===== src/rtl/fpcmp_pkg.sv =====
package fpcmp_pkg;

    typedef enum logic [1:0] {
        REL_GT = 2'd0,
        REL_LT = 2'd1,
        REL_EQ = 2'd2,
        REL_UN = 2'd3
    } rel_e;

    typedef enum logic {
        CMP_UNORD = 1'b0,
        CMP_ORD   = 1'b1
    } cmp_mode_e;

    localparam int FLAG_W     = 8;
    localparam int FLG_CARRY  = 0;
    localparam int FLG_PARITY = 2;
    localparam int FLG_ZERO   = 6;

    localparam int STAT_W    = 6;
    localparam int STAT_INV  = 0;
    localparam int STAT_DEN  = 1;
    localparam int STAT_DZ   = 2;
    localparam int STAT_OVF  = 3;
    localparam int STAT_UNF  = 4;
    localparam int STAT_PREC = 5;

endpackage


===== src/rtl/fpcmp_classify.sv =====
module fpcmp_classify #(
    parameter int EXP_W = 8,
    parameter int MAN_W = 23
) (
    input  logic [EXP_W+MAN_W:0] val,
    output logic                 is_nan,
    output logic                 is_snan,
    output logic                 is_zero
);
    localparam int W = 1 + EXP_W + MAN_W;

    logic [EXP_W-1:0] expf;
    logic [MAN_W-1:0] frac;

    assign expf = val[W-2:MAN_W];
    assign frac = val[MAN_W-1:0];

    always_comb begin
        is_nan  = (&expf) && (|frac);
        is_snan = is_nan && !frac[MAN_W-1];
        is_zero = ~|val[W-2:0];
    end
endmodule


===== src/rtl/fpcmp_order.sv =====
module fpcmp_order
    import fpcmp_pkg::*;
#(
    parameter int EXP_W = 8,
    parameter int MAN_W = 23
) (
    input  logic [EXP_W+MAN_W:0] val_a,
    input  logic [EXP_W+MAN_W:0] val_b,
    input  logic                 a_nan,
    input  logic                 b_nan,
    input  logic                 a_zero,
    input  logic                 b_zero,
    output rel_e                 rel
);
    localparam int W = 1 + EXP_W + MAN_W;

    logic         sgn_a, sgn_b;
    logic [W-2:0] mag_a, mag_b;
    logic         mag_gt;

    assign sgn_a  = val_a[W-1];
    assign sgn_b  = val_b[W-1];
    assign mag_a  = val_a[W-2:0];
    assign mag_b  = val_b[W-2:0];
    assign mag_gt = (mag_a > mag_b);

    always_comb begin
        if (a_nan || b_nan) begin
            rel = REL_UN;
        end else if ((a_zero && b_zero) || (val_a == val_b)) begin
            rel = REL_EQ;
        end else if (sgn_a != sgn_b) begin
            rel = sgn_a ? REL_LT : REL_GT;
        end else if (!sgn_a) begin
            rel = mag_gt ? REL_GT : REL_LT;
        end else begin
            rel = mag_gt ? REL_LT : REL_GT;
        end
    end
endmodule


===== src/rtl/fpcmp_status_reg.sv =====
module fpcmp_status_reg
    import fpcmp_pkg::*;
(
    input  logic              clk,
    input  logic              rst_n,
    input  logic              clr,
    input  logic              wr,
    input  logic [STAT_W-1:0] wdata,
    input  logic              set_inv,
    output logic [STAT_W-1:0] stat
);
    logic [STAT_W-1:0] base_v;
    logic [STAT_W-1:0] stat_d;

    always_comb begin
        if (clr) begin
            base_v = '0;
        end else if (wr) begin
            base_v = wdata;
        end else begin
            base_v = stat;
        end
        stat_d = base_v;
        stat_d[STAT_INV] = base_v[STAT_INV] | set_inv;
    end

    always_ff @(posedge clk or negedge rst_n) begin
        if (!rst_n) begin
            stat <= '0;
        end else begin
            stat <= stat_d;
        end
    end
endmodule


===== src/rtl/fpcmp_flag_unit.sv =====
module fpcmp_flag_unit
    import fpcmp_pkg::*;
#(
    parameter int EXP_W = 8,
    parameter int MAN_W = 23
) (
    input  logic                   clk,
    input  logic                   rst_n,
    input  logic                   op_valid,
    input  logic                   op_mode,
    input  logic [EXP_W+MAN_W:0]   opnd_a,
    input  logic [EXP_W+MAN_W:0]   opnd_b,
    input  logic                   stat_clr,
    input  logic                   stat_wr,
    input  logic [5:0]             stat_wdata,
    output logic [7:0]             flags_out,
    output logic [5:0]             stat_out
);
    localparam int W    = 1 + EXP_W + MAN_W;
    localparam int NOPD = 2;

    logic [W-1:0]    opnd [NOPD];
    logic [NOPD-1:0] nan_v, snan_v, zero_v;

    assign opnd[0] = opnd_a;
    assign opnd[1] = opnd_b;

    for (genvar gi = 0; gi < NOPD; gi++) begin : g_cls
        fpcmp_classify #(.EXP_W(EXP_W), .MAN_W(MAN_W)) u_cls (
            .val     (opnd[gi]),
            .is_nan  (nan_v[gi]),
            .is_snan (snan_v[gi]),
            .is_zero (zero_v[gi])
        );
    end

    rel_e rel;

    fpcmp_order #(.EXP_W(EXP_W), .MAN_W(MAN_W)) u_ord (
        .val_a  (opnd_a),
        .val_b  (opnd_b),
        .a_nan  (nan_v[0]),
        .b_nan  (nan_v[1]),
        .a_zero (zero_v[0]),
        .b_zero (zero_v[1]),
        .rel    (rel)
    );

    cmp_mode_e mode;
    logic      inv_hit;
    logic      set_inv;

    assign mode = cmp_mode_e'(op_mode);

    always_comb begin
        unique case (mode)
            CMP_ORD:   inv_hit = |nan_v;
            CMP_UNORD: inv_hit = |snan_v;
            default:   inv_hit = 1'b0;
        endcase
        set_inv = op_valid && inv_hit;
    end

    logic [FLAG_W-1:0] flag_d;
    logic [FLAG_W-1:0] flag_q;

    always_comb begin
        flag_d = '0;
        unique case (rel)
            REL_GT: flag_d = '0;
            REL_LT: flag_d[FLG_CARRY] = 1'b1;
            REL_EQ: flag_d[FLG_ZERO] = 1'b1;
            REL_UN: begin
                flag_d[FLG_CARRY]  = 1'b1;
                flag_d[FLG_PARITY] = 1'b1;
                flag_d[FLG_ZERO]   = 1'b1;
            end
            default: flag_d = '0;
        endcase
    end

    always_ff @(posedge clk or negedge rst_n) begin
        if (!rst_n) begin
            flag_q <= '0;
        end else if (op_valid) begin
            flag_q <= flag_d;
        end
    end

    assign flags_out = flag_q;

    fpcmp_status_reg u_stat (
        .clk     (clk),
        .rst_n   (rst_n),
        .clr     (stat_clr),
        .wr      (stat_wr),
        .wdata   (stat_wdata),
        .set_inv (set_inv),
        .stat    (stat_out)
    );
endmodule


===== config.mk =====
export PLATFORM = sky130hd
export DESIGN_NAME = fpcmp_flag_unit
export DESIGN_NICKNAME = d
export VERILOG_FILES = /design/src/rtl/fpcmp_pkg.sv /design/src/rtl/fpcmp_classify.sv /design/src/rtl/fpcmp_order.sv /design/src/rtl/fpcmp_status_reg.sv /design/src/rtl/fpcmp_flag_unit.sv
export SDC_FILE = /design/constraint.sdc
export NUM_CORES = 1
export LEC_CHECK = 0
export ABC_CLOCK_PERIOD_IN_PS = 1200
export BUFFER_PORTS_ARGS = -buffer_cell sky130_fd_sc_hd__buf_2
export CORE_MARGIN = 3
export CORE_UTILIZATION = 44
export DETAILED_ROUTE_END_ITERATION = 16
export GPL_TIMING_DRIVEN = 1
export PLACE_DENSITY = 0.82
export SLEW_MARGIN = 30
export SYNTH_ARGS = -nofsm -noshare
export SYNTH_HDL_FRONTEND = slang
export SYNTH_HIERARCHICAL = 1
export SYNTH_SLANG_ARGS = --single-unit

===== constraint.sdc =====
create_clock -name clk -period 1.2 [get_ports clk]
set_clock_uncertainty 0.2 [all_clocks]
set_input_delay 0.24 -clock clk [delete_from_list [all_inputs] [get_ports clk]]
set_output_delay 0.24 -clock clk [all_outputs]
set_load 0.005 [all_outputs]

# Word level (Yosys, flattened, before mapping)

Cells that the tools add are included.

Bits in registers: 9
Input port bits: 76
Output and inout port bits: 14
Logic and storage cells: 47

$lt $le $gt $ge: 1
Equality and inequality tests: 5
Muxes and demuxes: 13
Bitwise operators: 2
Reductions and logical operators: 23

Operator list:

| cell                                                            | number |
|---|---|
| 31-bit OR reduction                                             | 2 |
| 23-bit OR reduction                                             | 2 |
| 32-bit == test                                                  | 1 |
| 31-bit > comparator                                             | 1 |
| 8-bit AND reduction                                             | 2 |
| 6-bit 2-to-1 mux                                                | 2 |
| 2-bit 2-to-1 mux                                                | 4 |
| 2-bit OR reduction                                              | 4 |
| 1-bit logical AND                                               | 6 |
| 1-bit 2-to-1 mux                                                | 6 |
| 2-bit == test, second input constant                            | 2 |
| 1-bit zero test                                                 | 4 |
| 2-bit by 1-bit == test with 1-bit output, second input constant | 1 |
| 1-bit logical OR                                                | 2 |
| 1-bit one-hot mux with 2 select lines                           | 1 |
| 2-bit nonzero test                                              | 1 |
| 1-bit inequality test                                           | 1 |
| 1-bit inverter                                                  | 1 |
| 1-bit bitwise OR                                                | 1 |

# Logic depth before layout (Yosys ltp)

Gate-level depths: netlist of the first run.

Depth after elaboration: 9
Depth in mapped cells: 10
Depth with buffers taken out: 10

# Cells and area by module

Netlist of the first run, hierarchy kept.

Modules (own cells, without submodules):

| module           | instances | cells each | area an instance (um2) | sequential area each (um2) |
|---|---|---|---|---|
| fpcmp_order      | 1         | 117        | 834.6                  | 0.0 |
| fpcmp_status_reg | 1         | 19         | 247.7                  | 150.1 |
| fpcmp_classify   | 2         | 15         | 107.6                  | 0.0 |
| fpcmp_flag_unit  | 1         | 16         | 171.4                  | 75.1 |

# Worst setup path before layout of the first run

OpenSTA, ideal clock, no wires.

Path kind: input to register
From: in opnd_b[29]
To: reg flag_q[0] (netlist: flags_out[0])
Library setup time: 0.125 ns
Arrival time: 2.009 ns
Required time: 0.875 ns
Path slack: -1.134 ns
Stages on the path: 9
Path buffers: 0
Cells stage by stage: inv_1 > ha_1 > nand4_1 > or4_1 > nand2b_4 > o311ai_1 > and4_1 > o31ai_2 > mux2_2

Word-level cells in the longest chain between the ends: 9
Elaborated cells on any way between the ends: 19
Those cells by class: 1 x order compare; 3 x eq/ne; 7 x mux; 8 x reduce/logical

RTL lines:

| what                                                                      | line                                    | text |
|---|---|---|
| start: declaration                                                        | fpcmp_flag_unit.sv:12                   | `input logic [EXP_W+MAN_W:0] opnd_b,` |
| 31-bit > comparator or 31-bit OR reduction (tied branches)                | fpcmp_order.sv:25, fpcmp_classify.sv:21 |  |
| 1-bit 2-to-1 mux, or another cell as far along                            | fpcmp_order.sv:35                       | `rel = mag_gt ? REL_GT : REL_LT;` |
| 2-bit 2-to-1 mux or 1-bit logical AND (tied branches)                     | fpcmp_order.sv:34, fpcmp_order.sv:30    |  |
| 2-bit 2-to-1 mux or 1-bit logical OR (tied branches)                      | fpcmp_order.sv:32, fpcmp_order.sv:30    |  |
| 2-bit 2-to-1 mux                                                          | fpcmp_order.sv:30                       | `end else if ((a_zero && b_zero) \|\| (val_a == val_b)) begin` |
| 2-bit 2-to-1 mux *                                                        | fpcmp_order.sv:28                       | `if (a_nan \|\| b_nan) begin` |
| net rel[0]                                                                | fpcmp_flag_unit.sv:37                   | `rel_e rel;` |
| 2-bit == test or 2-bit by 1-bit == test with 1-bit output (tied branches) | fpcmp_flag_unit.sv:69                   | `unique case (rel)` |
| 2-bit OR reduction (no source line) *                                     | -                                       |  |
| 1-bit 2-to-1 mux *                                                        | fpcmp_flag_unit.sv:69                   |  |
| end signal: assignment                                                    | fpcmp_flag_unit.sv:86                   | `flag_q <= flag_d;` |
| end: declaration                                                          | fpcmp_flag_unit.sv:65                   | `logic [FLAG_W-1:0] flag_q;` |

The timed path passes the listed nets; every way through them passes the cells marked *.
A chain may end at the register's enable or synchronous reset.

# Worst setup path in the final report of the first run

From: in opnd_b[18]
To: reg flag_q[2] (netlist: flags_out[2])

Word-level cells in the longest chain between the ends: 8
Elaborated cells on any way between the ends: 17
Those cells by class: 1 x order compare; 2 x eq/ne; 7 x mux; 7 x reduce/logical

RTL lines:

| what                                                       | line |
|---|---|
| 31-bit > comparator or 31-bit OR reduction (tied branches) | fpcmp_order.sv:25, fpcmp_classify.sv:21 |
| 1-bit 2-to-1 mux, or another cell as far along             | fpcmp_order.sv:35 |
| 2-bit 2-to-1 mux or 1-bit logical AND (tied branches)      | fpcmp_order.sv:34, fpcmp_order.sv:30 |
| 2-bit 2-to-1 mux or 1-bit logical OR (tied branches)       | fpcmp_order.sv:32, fpcmp_order.sv:30 |
| 2-bit 2-to-1 mux                                           | fpcmp_order.sv:30 |
| 2-bit 2-to-1 mux *                                         | fpcmp_order.sv:28 |
| net rel[0]                                                 | fpcmp_flag_unit.sv:37 |
| 2-bit == test *                                            | fpcmp_flag_unit.sv:69 |
| 1-bit 2-to-1 mux *                                         | fpcmp_flag_unit.sv:69 |

Marks and branches as above.

==> results of run 1 <==
[worst paths after layout]
path                                                    to  slack [ps]  depth (start not counted)
min in group asynchronous       u_stat/stat[3]$_DFFE_PN0P_         180                          2
worst max-delay path              flags_out[2]$_DFFE_PN0P_       -1030                         10
max in group asynchronous         flags_out[6]$_DFFE_PN0P_         450                          2
worst max register to register    flags_out[6]$_DFFE_PN0P_         130                          2
worst min register to register    flags_out[0]$_DFFE_PN0P_         340                          1
worst min-delay path            u_stat/stat[5]$_DFFE_PN0P_          30                          2
[flip-flops by register name, indices dropped and copies added, names as in the netlist]
signal and flops:
flags_out 3, u_stat/stat 6
[cells in the mapped netlist (2+ instances only)]
master,count
inv_1,32
ha_1,31
a21oi_1,14
nand4_1,11
nor4_1,11
dfrtp_1,9
nor2_1,8
nand3_1,7
mux2i_1,6
and4_1,5
buf_4,5
o21ai_0,5
nand2_1,4
or4_1,3
a2111oi_0,2
a211oi_1,2
a21boi_0,2
a21o_1,2
mux2_2,2
nor2_2,2
nor3_1,2
or4_4,2
[area by class of cell]
cell class              instances  area share
multi-input cells             139       0.477
repair buffers                142       0.358
flip-flops and latches          9      0.0838
inverters                      32      0.0512
well taps                      44      0.0205
clock buffers                   4     0.00978
[what timing repair did]
action | 4_1_cts | 5_1_grt
endpoints found under the setup margin | 6 | 13
resized for setup | 33 | 6
setup buffers | 1 | 8
hold endpoints to repair | 9 | 0
hold buffers | 1 | 0
pin swaps | 14 | 2
[per-layer routing]
layer	GRT usage	wire length, um	vias to the layer above
met4	0.132	294	0
met3	0.0404	347	31
met2	0.520	3340	100
met5	0	0	-
met1	0.289	2310	956
li1	-	-	968
[worst max-delay path, delay by kind of cell]
kind                     cells  cell delay [ps]
buffers and inverters        2              110
AO/OA/AOI/OAI                3              610
adder cells (fa/ha/maj)      1              250
AND/OR/NAND/NOR              4             1010
[power by group through the flow]
stage / logic [mW] / registers [mW] / clock network (mW)
floorplan: 0.274 / 0.339 / 0
global placement: 0.625 / 0.337 / 0
detailed placement: 0.651 / 0.338 / 0
CTS: 0.710 / 0.332 / 0.230
global route: 0.852 / 0.335 / 0.244
finish: 0.783 / 0.334 / 0.229
[kinds of logic after synthesis]
logic type | Yosys count
adder cells (fa/ha/maj) | 31
other | 1
XOR/XNOR | 1
buffers and inverters | 38
multiplexers | 8
AO/OA/AOI/OAI | 34
flip-flops | 9
AND/OR/NAND/NOR | 60
[per-stage QoR]
step           cells  hold slack [ps]  area, sq um  setup WS, ps  TNS [ps]
2_1_floorplan    186             -256         1610         -1040     -3480
3_3_place_gp     356             -106         2390         -1260     -4510
3_5_place_dp     356             -103         2390         -1290     -4640
4_1_cts          362             27.9         2600          -944     -3360
5_1_grt          370             36.0         2690         -1120     -4150
6_report         370             33.8         2690         -1030     -3790
==> run metrics, run 1 <==
quantity of I/O buffers inserted on ports=84; # IOs=90; remaining antenna violation count after routing=0; XOR/XNOR Fraction of Synth Area=0.00596; initial antenna violation count=0; Tightest Pin Transition=695 ps; signed area change from the synthesized netlist to the final layout=82.9%; clock latency of the later-clocked register in the worst-skew pair=~260 ps; startpoint of the worst-slack reg-to-reg timing path=flags_out[6]$_DFFE_PN0P_; Synth area leader=ha_1; number of nets in the final layout=between 400 and 500; combined area of the multi-input logic cells=~1300 sq um; most common library cell in the layout ignoring fill and taps=buf_2; fraction of power consumed by combinational cells=0.582; area of the core=3130 sq um; First DRT Iteration DRCs=70; Pwr Total=1.35 mW; share of cells above drive strength 1=0.558; placed wire-length estimate after detailed placement=4.30 mm; capturing element type of the critical path=flip-flop; unrepaired setup endpoints after global routing=true; number of inserted filler cells in the final layout=between 150 and 200; fraction of registers with async set/reset=1.00; Power per Cell Area=501 nW/um^2; Post-Route WL=6.29 mm; simple-gate area share of the yosys netlist=0.253; tightest slew margin relative to the limit=0.525; clock-pin slew reported for the worst setup and hold paths after clock tree synthesis=about 60 ps; count of vias placed by the detailed router=2055; leakage power of the design=between 1 and 1.5 nW; overall die height=approximately 64 um; Net Sw Power=464 uW; shortest clock period the worst path allows after layout=2230 ps; proportion of synthesized chip area in sequential cells=0.153; Hold Startpoint=stat_clr; first-pass GRT wire length=9.06 mm; Hold Path Class=input pin to flip-flop; H-tree Lvls=1; cell count after synthesis=about 180; violations in the final reports=negative setup slack; type of the worst setup path=input pin to flip-flop; vias in the first global route=about 2200; synthesized area=roughly 1500 sq um; worst-path maximum fanout=2; effective utilization at floorplan=0.470; row count=20; largest cells by area after synthesis=ha_1, dfrtp_1, inv_1, a21oi_1, nand4_1; arrival time reported for the critical path endpoint=around 2200 ps; GRT overflow=0; final antenna diode count=0; number of buffers inserted during clock tree synthesis=3; number of distinct library cells after synthesis=37; overall global routing resource usage=0.274; via density per instance=~5.6; number of enable flip-flop cells after synthesis=0; Root Driver=clkbuf_4; post-synthesis register bit count=9; Die Width=approximately 64 um; CP Launch Type=input pin; result of the run=finished, violations left; pin count of the biggest net entering global routing=10; setup violators final=9; part of the total power dissipated in sequential elements=0.248; max cap viols=0; Internal=between 800 and 900 uW; adder and majority cell fraction of the synthesized area=0.264; post-synthesis compound-gate area fraction=0.150; Crit-path slowest cell=or4_4; warning count from the yosys run=6; Mean Syn Cell Area=around 8.1 sq um; final number of max-transition violations=0; Routability Congestion=approximately 0.85; Core Util, Final=0.859; average wire length per cell after detail routing=17.0 um; TritonCTS clock tree=yes; worst path required time=roughly 1200 ps; area taken by flip-flops and latches=225 sq um; top cell type's share of synthesized area=0.264; DRC violations left=0; number of hold-slack violations in the final timing report=0; clock network power share=0.170; Crit. Startpoint=opnd_b[18]; number of buffers on the longest clock path=2; maximum ir drop on the vdd rail=approximately 0.27 mV; area of the die=around 4100 sq um; ys flop type=dfrtp_1; worst-case setup margin in the final layout=-1030 ps; post-synthesis mux area share=0.0562; clock net sink count=9; switching share of power=0.344; commonest non-fill, non-tap cells in the layout=buf_2, buf_4, inv_1; combinational family with the most area after synthesis=adder cells; ordered cell list for the critical path=buf_8, inv_4, ha_4, nand4_1, or4_4, a311o_1, and4_1, o31ai_2, nand3_1, o21ai_1; crit share post-route=1.86; iteration count of the initial detailed-routing pass=4; maximum operating frequency=between 0.4 and 0.5 GHz; maximum cell stage delay along the critical path=570 ps
(Power assumes the default switching activity.)
==> inputs of run 2 (changes only) <==
HOLD_SLACK_MARGIN = 0.08   (was not set)
==> run metrics, run 2 (synthesis gave the netlist of run 1 again) <==
count of non-filler cells in the finished layout=between 300 and 400; unrepaired setup endpoints after global routing=true; share of cells above drive strength 1=0.554; FF-to-FF setup slack=approximately 90 ps; # IOs=90; number of inserted filler cells in the final layout=144; average wire length per cell after detail routing=between 15 and 20 um; pin count of the biggest net entering global routing=10; Root Driver=clkbuf_4; combined area of the multi-input logic cells=around 1300 sq um; number of flip-flops under the largest register name=6; cell count after placement=~360; post-placement setup slack=-1290 ps; max cap viols=0; TritonCTS clock tree=yes; maximum ir drop on the vdd rail=0.246 mV; most common library cell in the layout ignoring fill and taps=buf_2; number of buffers on the longest clock path=2; capturing element type of the critical path=flip-flop; number of hold-slack violations in the final timing report=0; setup violators final=14; signed area change from the synthesized netlist to the final layout=88.3%; Net Sw Power=approximately 530 uW; most flop-heavy register=u_stat/stat; overall die height=63.8 um; DRC violations left=0; overall global routing resource usage=0.296; iteration count of the initial detailed-routing pass=7; crit share post-route=1.95; H-tree Lvls=1; Routability Congestion=0.847; initial antenna violation count=0; Hold Path Class=input pin to flip-flop; clock-pin slew reported for the worst setup and hold paths after clock tree synthesis=80 ps; Post-Route WL=7.45 mm; clock net sink count=9; effective utilization at floorplan=0.470; fraction of power consumed by combinational cells=0.583; Tightest Pin Transition=897 ps; via density per instance=5.89; First DRT Iteration DRCs=230; worst-case setup margin in the final layout=-1140 ps; number of buffers inserted during clock tree synthesis=3; violations in the final reports=negative setup slack; vias in the first global route=2219; part of the total power dissipated in sequential elements=0.235; clock network power share=0.182; Die Width=roughly 64 um; maximum operating frequency=0.428 GHz; GRT overflow=0; number of nets in the final layout=440; area of the core=between 3000 and 4000 sq um; remaining antenna violation count after routing=0; first-pass GRT wire length=between 9 and 10 mm; CP Launch Type=input pin; worst-path maximum fanout=2; leakage power of the design=roughly 1.4 nW; switching share of power=0.372; tightest slew margin relative to the limit=0.387; result of the run=finished, violations left; clock latency of the later-clocked register in the worst-skew pair=~270 ps; quantity of I/O buffers inserted on ports=84; worst path required time=~1200 ps; final antenna diode count=0; Internal=around 900 uW; Power per Cell Area=between 500 and 600 nW/um^2; type of the worst setup path=input pin to flip-flop; final number of max-transition violations=0; area taken by flip-flops and latches=225 sq um; row count=20; arrival time reported for the critical path endpoint=~2300 ps; area of the die=between 4000 and 5000 sq um; commonest non-fill, non-tap cells in the layout=buf_2, buf_4, inv_1; Core Util, Final=0.884; placed wire-length estimate after detailed placement=about 4.3 mm; count of vias placed by the detailed router=2215; shortest clock period the worst path allows after layout=approximately 2300 ps
==> run 2: through the flow <==
stage / area [sq um] / hold WS, ps / TNS, ps / total power, mW
CTS: 2660 / 89.5 / -3360 / 1.29
global route: 2770 / 141 / -4560 / 1.51
detailed placement: 2390 / -103 / -4640 / 0.989
floorplan: 1610 / -256 / -3480 / 0.613
finish: 2770 / 134 / -4270 / 1.44
global placement: 2390 / -106 / -4510 / 0.962
==> run 2: worst max-delay path, cell delays in order <==
cell	delay, ps
buf_8	80
inv_4	30
ha_4	250
nand4_1	150
or4_4	580
a311o_1	300
and4_1	190
o31ai_2	250
nand3_1	120
o21ai_1	130
==> run 2: repair_timing <==
action	CTS	global route
setup endpoints to repair	6	14
hold buffers	7	0
endpoints found under the hold margin	16	0
pin swaps	14	4
setup buffers	1	9
gates resized for setup	33	10
gates cloned	0	0
==> run 2: power groups by stage <==
stage | Sequential [mW] | Clock, mW | Combinational (mW)
floorplan | 0.339 | 0 | 0.274
global placement | 0.337 | 0 | 0.625
detailed placement | 0.338 | 0 | 0.651
CTS | 0.332 | 0.230 | 0.725
global route | 0.338 | 0.269 | 0.899
finish | 0.338 | 0.262 | 0.838
==> run 2: final timing paths <==
| check | cells past startpoint | start | end |
|---|---|---|---|
| setup / recovery | 10 | opnd_b[18] | flags_out[2]$_DFFE_PN0P_ |
| setup reg to reg | 3 | u_stat/stat[5]$_DFFE_PN0P_ | u_stat/stat[5]$_DFFE_PN0P_ |
| min in group asynchronous | 2 | rst_n | u_stat/stat[2]$_DFFE_PN0P_ |
| max in group asynchronous | 2 | rst_n | u_stat/stat[3]$_DFFE_PN0P_ |
| hold / removal | 2 | op_valid | flags_out[6]$_DFFE_PN0P_ |
| hold reg to reg | 2 | flags_out[2]$_DFFE_PN0P_ | flags_out[2]$_DFFE_PN0P_ |
==> run 2: area by class of cell <==
| cell class | count | share of cell area |
|---|---|---|
| multi-input combinational | 139 | 0.469 |
| clock buffer | 4 | 0.00950 |
| sequential | 9 | 0.0814 |
| inverter | 32 | 0.0498 |
| tap | 44 | 0.0199 |
| timing repair buffer | 148 | 0.370 |
==> run 2: metal layers <==
metal | track usage | part of all wire | routed length [um]
met1 | 0.312 | 0.35 | 2630
met2 | 0.563 | 0.49 | 3660
met3 | 0.0404 | 0.083 | 615
met4 | 0.146 | 0.073 | 546
met5 | 0 | 0 | 0
